<file path="src/rtl/cnu_pkg.sv">
package cnu_pkg;

    parameter int MAX_DEG = 14;
    parameter int MSG_W   = 6;

    localparam int MAG_W  = MSG_W - 1;
    localparam int IDX_W  = (MAX_DEG > 1) ? $clog2(MAX_DEG) : 1;
    localparam int BUS_W  = MAX_DEG * MSG_W;

    typedef logic [MAG_W-1:0] mag_t;
    typedef logic [MSG_W-1:0] msg_t;
    typedef logic [IDX_W-1:0] idx_t;

    localparam mag_t MAG_MAX = '1;

    typedef struct packed {
        logic act;
        logic sgn;
        mag_t mag;
    } edge_t;

    typedef struct packed {
        logic any;
        logic par;
        mag_t min1;
        mag_t min2;
        idx_t idx1;
    } reduce_t;

    // Magnitude of a two's complement message, most negative code saturated.
    function automatic mag_t sat_mag(input msg_t v);
        msg_t neg;
        if (!v[MSG_W-1]) begin
            return v[MAG_W-1:0];
        end
        neg = (~v) + msg_t'(1);
        if (neg[MSG_W-1]) begin
            return MAG_MAX;
        end
        return neg[MAG_W-1:0];
    endfunction

    // Rebuild a signed message from sign and magnitude.
    function automatic msg_t pack_msg(input logic sgn, input mag_t mag);
        msg_t pos;
        pos = {1'b0, mag};
        if (sgn) begin
            return (~pos) + msg_t'(1);
        end
        return pos;
    endfunction

endpackage

</file>
<file path="src/rtl/cnu_edge_unpack.sv">
module cnu_edge_unpack
    import cnu_pkg::*;
(
    input  logic [BUS_W-1:0]   msgs,
    input  logic [MAX_DEG-1:0] mask,
    output edge_t              edges [MAX_DEG]
);

    for (genvar e = 0; e < MAX_DEG; e++) begin : g_edge
        msg_t raw;
        assign raw = msgs[e*MSG_W +: MSG_W];
        always_comb begin
            edges[e].act = mask[e];
            edges[e].sgn = mask[e] & raw[MSG_W-1];
            edges[e].mag = mask[e] ? sat_mag(raw) : MAG_MAX;
        end
    end

endmodule

</file>
<file path="src/rtl/cnu_reduce.sv">
module cnu_reduce
    import cnu_pkg::*;
(
    input  edge_t   edges [MAX_DEG],
    output reduce_t red
);

    always_comb begin
        reduce_t acc;
        acc.any  = 1'b0;
        acc.par  = 1'b0;
        acc.min1 = MAG_MAX;
        acc.min2 = MAG_MAX;
        acc.idx1 = '0;
        for (int e = 0; e < MAX_DEG; e++) begin
            if (edges[e].act) begin
                acc.par = acc.par ^ edges[e].sgn;
                if (!acc.any || edges[e].mag < acc.min1) begin
                    acc.min2 = acc.min1;
                    acc.min1 = edges[e].mag;
                    acc.idx1 = idx_t'(e);
                end else if (edges[e].mag < acc.min2) begin
                    acc.min2 = edges[e].mag;
                end
                acc.any = 1'b1;
            end
        end
        red = acc;
    end

endmodule

</file>
<file path="src/rtl/cnu_out_stage.sv">
module cnu_out_stage
    import cnu_pkg::*;
(
    input  logic             clk,
    input  logic             rst,
    input  logic             in_valid,
    input  edge_t            edges [MAX_DEG],
    input  reduce_t          red,
    output logic             out_valid,
    output logic [BUS_W-1:0] out_msgs
);

    logic [BUS_W-1:0] nxt;

    for (genvar e = 0; e < MAX_DEG; e++) begin : g_out
        logic sgn_ext;
        mag_t mag_ext;
        always_comb begin
            sgn_ext = red.par ^ edges[e].sgn;
            mag_ext = (red.idx1 == idx_t'(e)) ? red.min2 : red.min1;
            if (edges[e].act) begin
                nxt[e*MSG_W +: MSG_W] = pack_msg(sgn_ext, mag_ext);
            end else begin
                nxt[e*MSG_W +: MSG_W] = '0;
            end
        end
    end

    always_ff @(posedge clk) begin
        if (rst) begin
            out_valid <= 1'b0;
            out_msgs  <= '0;
        end else begin
            out_valid <= in_valid;
            if (in_valid) begin
                out_msgs <= nxt;
            end
        end
    end

endmodule

</file>
<file path="src/rtl/cnu_minsum_top.sv">
module cnu_minsum_top
    import cnu_pkg::*;
(
    input  logic               clk,
    input  logic               rst,
    input  logic               in_valid,
    input  logic [BUS_W-1:0]   in_msgs,
    input  logic [MAX_DEG-1:0] in_mask,
    output logic               out_valid,
    output logic [BUS_W-1:0]   out_msgs
);

    edge_t   edges [MAX_DEG];
    reduce_t red;

    cnu_edge_unpack u_unpack (
        .msgs  (in_msgs),
        .mask  (in_mask),
        .edges (edges)
    );

    cnu_reduce u_reduce (
        .edges (edges),
        .red   (red)
    );

    cnu_out_stage u_out (
        .clk       (clk),
        .rst       (rst),
        .in_valid  (in_valid),
        .edges     (edges),
        .red       (red),
        .out_valid (out_valid),
        .out_msgs  (out_msgs)
    );

    // one-cycle valid pipeline and hold between samples
    assert_valid_rise_R7: assert property (@(posedge clk) disable iff (rst)
        in_valid |=> out_valid);
    assert_valid_fall_R7: assert property (@(posedge clk) disable iff (rst)
        !in_valid |=> !out_valid);
    assert_hold_R7: assert property (@(posedge clk) disable iff (rst)
        !in_valid |=> $stable(out_msgs));

    // reduction ordering and index sanity
    assert_min_order_R5: assert property (@(posedge clk) disable iff (rst)
        red.any |-> (red.min1 <= red.min2));
    assert_idx_active_R5: assert property (@(posedge clk) disable iff (rst)
        (in_mask != '0) |-> in_mask[red.idx1]);
    assert_empty_R6: assert property (@(posedge clk) disable iff (rst)
        (in_mask == '0) |-> !red.any);

    for (genvar e = 0; e < MAX_DEG; e++) begin : g_chk
        // disabled edges drive zero one cycle later
        assert_mask_zero_R3: assert property (@(posedge clk) disable iff (rst)
            (in_valid && !in_mask[e]) |=> (out_msgs[e*MSG_W +: MSG_W] == '0));
        // min1 never exceeds any active magnitude
        assert_min_bound_R1: assert property (@(posedge clk) disable iff (rst)
            edges[e].act |-> (red.min1 <= edges[e].mag));
        // most negative input seen as full-scale magnitude
        assert_sat_R4: assert property (@(posedge clk) disable iff (rst)
            (in_mask[e] && in_msgs[e*MSG_W +: MSG_W] == {1'b1, {MAG_W{1'b0}}})
            |-> (edges[e].mag == MAG_MAX));
    end

endmodule

</file>
<file path="config.mk">
export PLATFORM = sky130hd
export DESIGN_NAME = cnu_minsum_top
export DESIGN_NICKNAME = d
export VERILOG_FILES = /design/src/rtl/cnu_pkg.sv /design/src/rtl/cnu_edge_unpack.sv /design/src/rtl/cnu_reduce.sv /design/src/rtl/cnu_out_stage.sv /design/src/rtl/cnu_minsum_top.sv
export SDC_FILE = /design/constraint.sdc
export NUM_CORES = 1
export LEC_CHECK = 0
export BUFFER_PORTS_ARGS = -buffer_cell sky130_fd_sc_hd__buf_2
export CAP_MARGIN = 20
export CORE_ASPECT_RATIO = 1.2
export CORE_UTILIZATION = 35
export CTS_CLUSTER_SIZE = 14
export DETAILED_ROUTE_END_ITERATION = 8
export GPL_TIMING_DRIVEN = 0
export PLACE_DENSITY_LB_ADDON = 0.05
export SYNTH_ARGS = -nofsm -noshare
export SYNTH_HDL_FRONTEND = slang
export SYNTH_SLANG_ARGS = --single-unit
</file>
<file path="constraint.sdc">
create_clock -name clk -period 29.7 [get_ports clk]
set_input_delay 4.455 -clock clk [delete_from_list [all_inputs] [get_ports clk]]
set_output_delay 4.455 -clock clk [all_outputs]
set_load 0.005 [all_outputs]
</file>
==> metrics <==
status=finished with violations; failing checks=design-rule violations; TritonCTS clock tree=built; width of the die=180 µm; count of final setup violators=0; share of cells above drive strength 1=31.6%; total DRC errors in the routed layout=13; count of max-cap constraint violations=0; post-synthesis register bit count=85; net count of the mapped netlist=2,119; Post-Synth Adder-Cell Area=11.6%; buffering stage count on the worst path with inverters included=14; final worst-path cycle share=97.4%; insertion delay to the later sink of the worst-skew pair=350 ps; detailed placement HPWL=41,100 µm; required time of the critical path=29,950 ps; nature of the critical path startpoint=input port; Mean Syn Cell Area=7.00 µm²; H-tree depth=3; Synth async-reset ratio=0%; GRT Resource Usage Total=26.2%; Period minus WS final=28,940 ps; max-slew violation count=0; slowest cell delay on critical path=540 ps; violation count after the first detailed-routing iteration=1,000; post-synthesis share of cell area spent on and, or, nand and nor gates=24.8%; post-synthesis share of cell area spent on xor and xnor gates=6.07%; clock tree skew after final layout=0 ps; pin count of the biggest net entering global routing=15; Root Buffer Master=sky130_fd_sc_hd__clkbuf_16; post-detailed-route wirelength per cell=19.9 µm; layout-stage area growth over the synthesis result=38.2%; share of the synthesized area in compound gates (AO/OA/AOI/OAI)=33.7%; Data arrival, critical path=29,190 ps; maximum fanout along the worst path=7; maximum number of buffers from clock root to sink=2; number of unique standard cell types used by synthesis=100; area of the die=38,700 µm²; Clock Sinks=85; number of hold buffers added after cts=0; Warnings, synthesis=0; Placeable Area=37,100 µm²; sequential cell area fraction in the yosys report=12.8%; antenna-violating nets left=0; CTS clock-pin slew for the worst setup and hold paths=60 ps; commonest register cell after synthesis=sky130_fd_sc_hd__dfxtp_1; netlist area before placement=13,300 µm²; I/O pin count=186; synthesized instance count=1,897; vertical die dimension=215 µm; Port Buffers=174; wire length of the first global-routing pass=81,500 µm; cell family contributing the most delay on the critical path=compound AO/OA/AOI/OAI gates; via count of the first global-routing pass=14,700; GRT Residual Overflow=0; routed via count divided by cell count=5.84; accumulated negative setup slack=0 ps; number of nets in the layout=2,451; dominant combinational cell family by area after synthesis=compound AO/OA/AOI/OAI gates; total iterations of the first detailed-routing run=8; Slew headroom=25.1%; class of the worst hold path=register to register; count of endpoints failing hold in the final timing report=0; antenna cell count=0; critical path endpoint category=register; row count=77; slowest cell on the critical path=sky130_fd_sc_hd__or4b_4; post-detailed-routing wire length=53,900 µm; starting utilization of the core area=35.8%; Fillers=3,714; vias post-DR=15,812; maximum clock rate=34.6 MHz; critical path class=input port to register; global placer's final weighted congestion=0.902; TritonCTS Buffers=9; multiplexer share of the synthesized area=6.34%; number of flops mapped to enable cells by yosys=0; number of antenna violations at the first check in global routing=0; slew at the pin closest to its max-slew limit=1120 ps
## cell usage after synthesis (10+ instances only)
master	instances	area (µm²)
sky130_fd_sc_hd__nand2_1	326	1220
sky130_fd_sc_hd__a21oi_1	150	751
sky130_fd_sc_hd__nor2_1	142	533
sky130_fd_sc_hd__ha_1	121	1510
sky130_fd_sc_hd__o21ai_0	100	500
sky130_fd_sc_hd__inv_1	96	360
sky130_fd_sc_hd__dfxtp_1	85	1700
sky130_fd_sc_hd__mux2i_1	58	581
sky130_fd_sc_hd__a21o_1	55	413
sky130_fd_sc_hd__xor2_1	49	429
sky130_fd_sc_hd__clkbuf_1	45	169
sky130_fd_sc_hd__o31ai_1	45	338
sky130_fd_sc_hd__xnor2_1	43	377
sky130_fd_sc_hd__nor3_1	37	185
sky130_fd_sc_hd__and2_1	35	219
sky130_fd_sc_hd__o21ai_1	32	160
sky130_fd_sc_hd__nand3_1	31	155
sky130_fd_sc_hd__and3_1	26	163
sky130_fd_sc_hd__a31oi_1	21	131
sky130_fd_sc_hd__or3_1	21	131
sky130_fd_sc_hd__mux2_2	20	225
sky130_fd_sc_hd__o21a_1	19	143
sky130_fd_sc_hd__nor2b_1	17	106
sky130_fd_sc_hd__o211ai_1	17	128
sky130_fd_sc_hd__o22ai_1	17	106
sky130_fd_sc_hd__buf_2	16	80.1
sky130_fd_sc_hd__nand4_1	14	87.6
sky130_fd_sc_hd__a211oi_1	13	97.6
sky130_fd_sc_hd__or2_2	11	68.8
sky130_fd_sc_hd__nand2b_1	10	62.6
sky130_fd_sc_hd__o31a_1	10	87.6
## through the flow
step	std cells	util, %	hold WS [ps]	setup WS, ps	area, µm²
after floorplan	1897	-	442	56.4	13300
after global placement	2545	39.8	432	-6180	14800
after detailed placement	2545	39.8	439	-6130	14800
after CTS	2621	44.8	449	9.33	16600
after global routing	2708	49.5	460	-250	18400
final	2708	49.5	445	758	18400
## kinds of logic after synthesis
family	after synthesis
AOI/OAI and AO/OA	644
xor gates and xnor gates	92
adders and majority gates	123
buffers and inverters	160
DFF	85
muxes	80
and+or+nand+nor	713
## layout make-up
type | count | area (µm²) | share of cell area, %
buffer | 61 | 393 | 2.14
timing repair buffer | 323 | 2060 | 11.2
inverter | 97 | 367 | 2.00
clock buffer | 11 | 243 | 1.32
multi-input combinational | 1652 | 12900 | 70.2
sequential | 85 | 1700 | 9.27
clock inverter | 5 | 108 | 0.586
tap | 474 | 593 | 3.23
## tightest hold or removal path: cells and delay by family, from the launching register on
family | cells | cell delay (ps)
DFF | 1 | 300
and+or+nand+nor | 1 | 50
AOI/OAI and AO/OA | 1 | 50
## flip-flops by register name (all words and copies together), names as in the netlist
signal,count
u_out.out_msgs,84
u_out.out_valid,1
## layout by cell type (no fill, tap or decap), drive strengths merged, types with 18 or more instances in the layout
cell    count
nand2     326
dfxtp      85
nor3       42
xnor2      43
mux2i      60
a21oi     152
nor2      142
o21ai     135
a31oi      21
and3       26
ha        121
o22ai      18
mux2       20
buf       342
xor2       49
or3        21
clkbuf     53
o31ai      49
o21a       19
and2       37
o211ai     19
a21o       55
nand3      31
inv        97
## repair_timing
item	CTS	global route
setup buffers	61	84
cloned	1	4
pin swaps	56	148
gates resized for setup	228	215
setup endpoints to repair	84	78
hold endpoints to repair	0	0
## worst paths after layout
kind / depth (start not counted) / slack, ps / start / end
hold reg to reg: 2 / 450 / u_out.out_msgs[3]$_SDFFE_PP0P_ / u_out.out_msgs[3]$_SDFFE_PP0P_
setup reg to reg: 2 / 28980 / u_out.out_msgs[42]$_SDFFE_PP0P_ / u_out.out_msgs[42]$_SDFFE_PP0P_
setup / recovery: 125 / 760 / in_msgs[4] / u_out.out_msgs[63]$_SDFFE_PP0P_
hold / removal: 2 / 450 / u_out.out_msgs[3]$_SDFFE_PP0P_ / u_out.out_msgs[3]$_SDFFE_PP0P_
## routing by layer
metal | track usage (%) | part of all wire (%) | vias up
li1 | - | - | 7680
met1 | 32.8 | 43 | 7511
met2 | 47.7 | 50 | 512
met3 | 1.45 | 4.1 | 109
met4 | 8.62 | 2.9 | 0
met5 | 0 | 0 | -
Power is left out: the tool's default activity adds up to more than one toggle a clock period on the data nets, which glitch-free logic cannot reach.
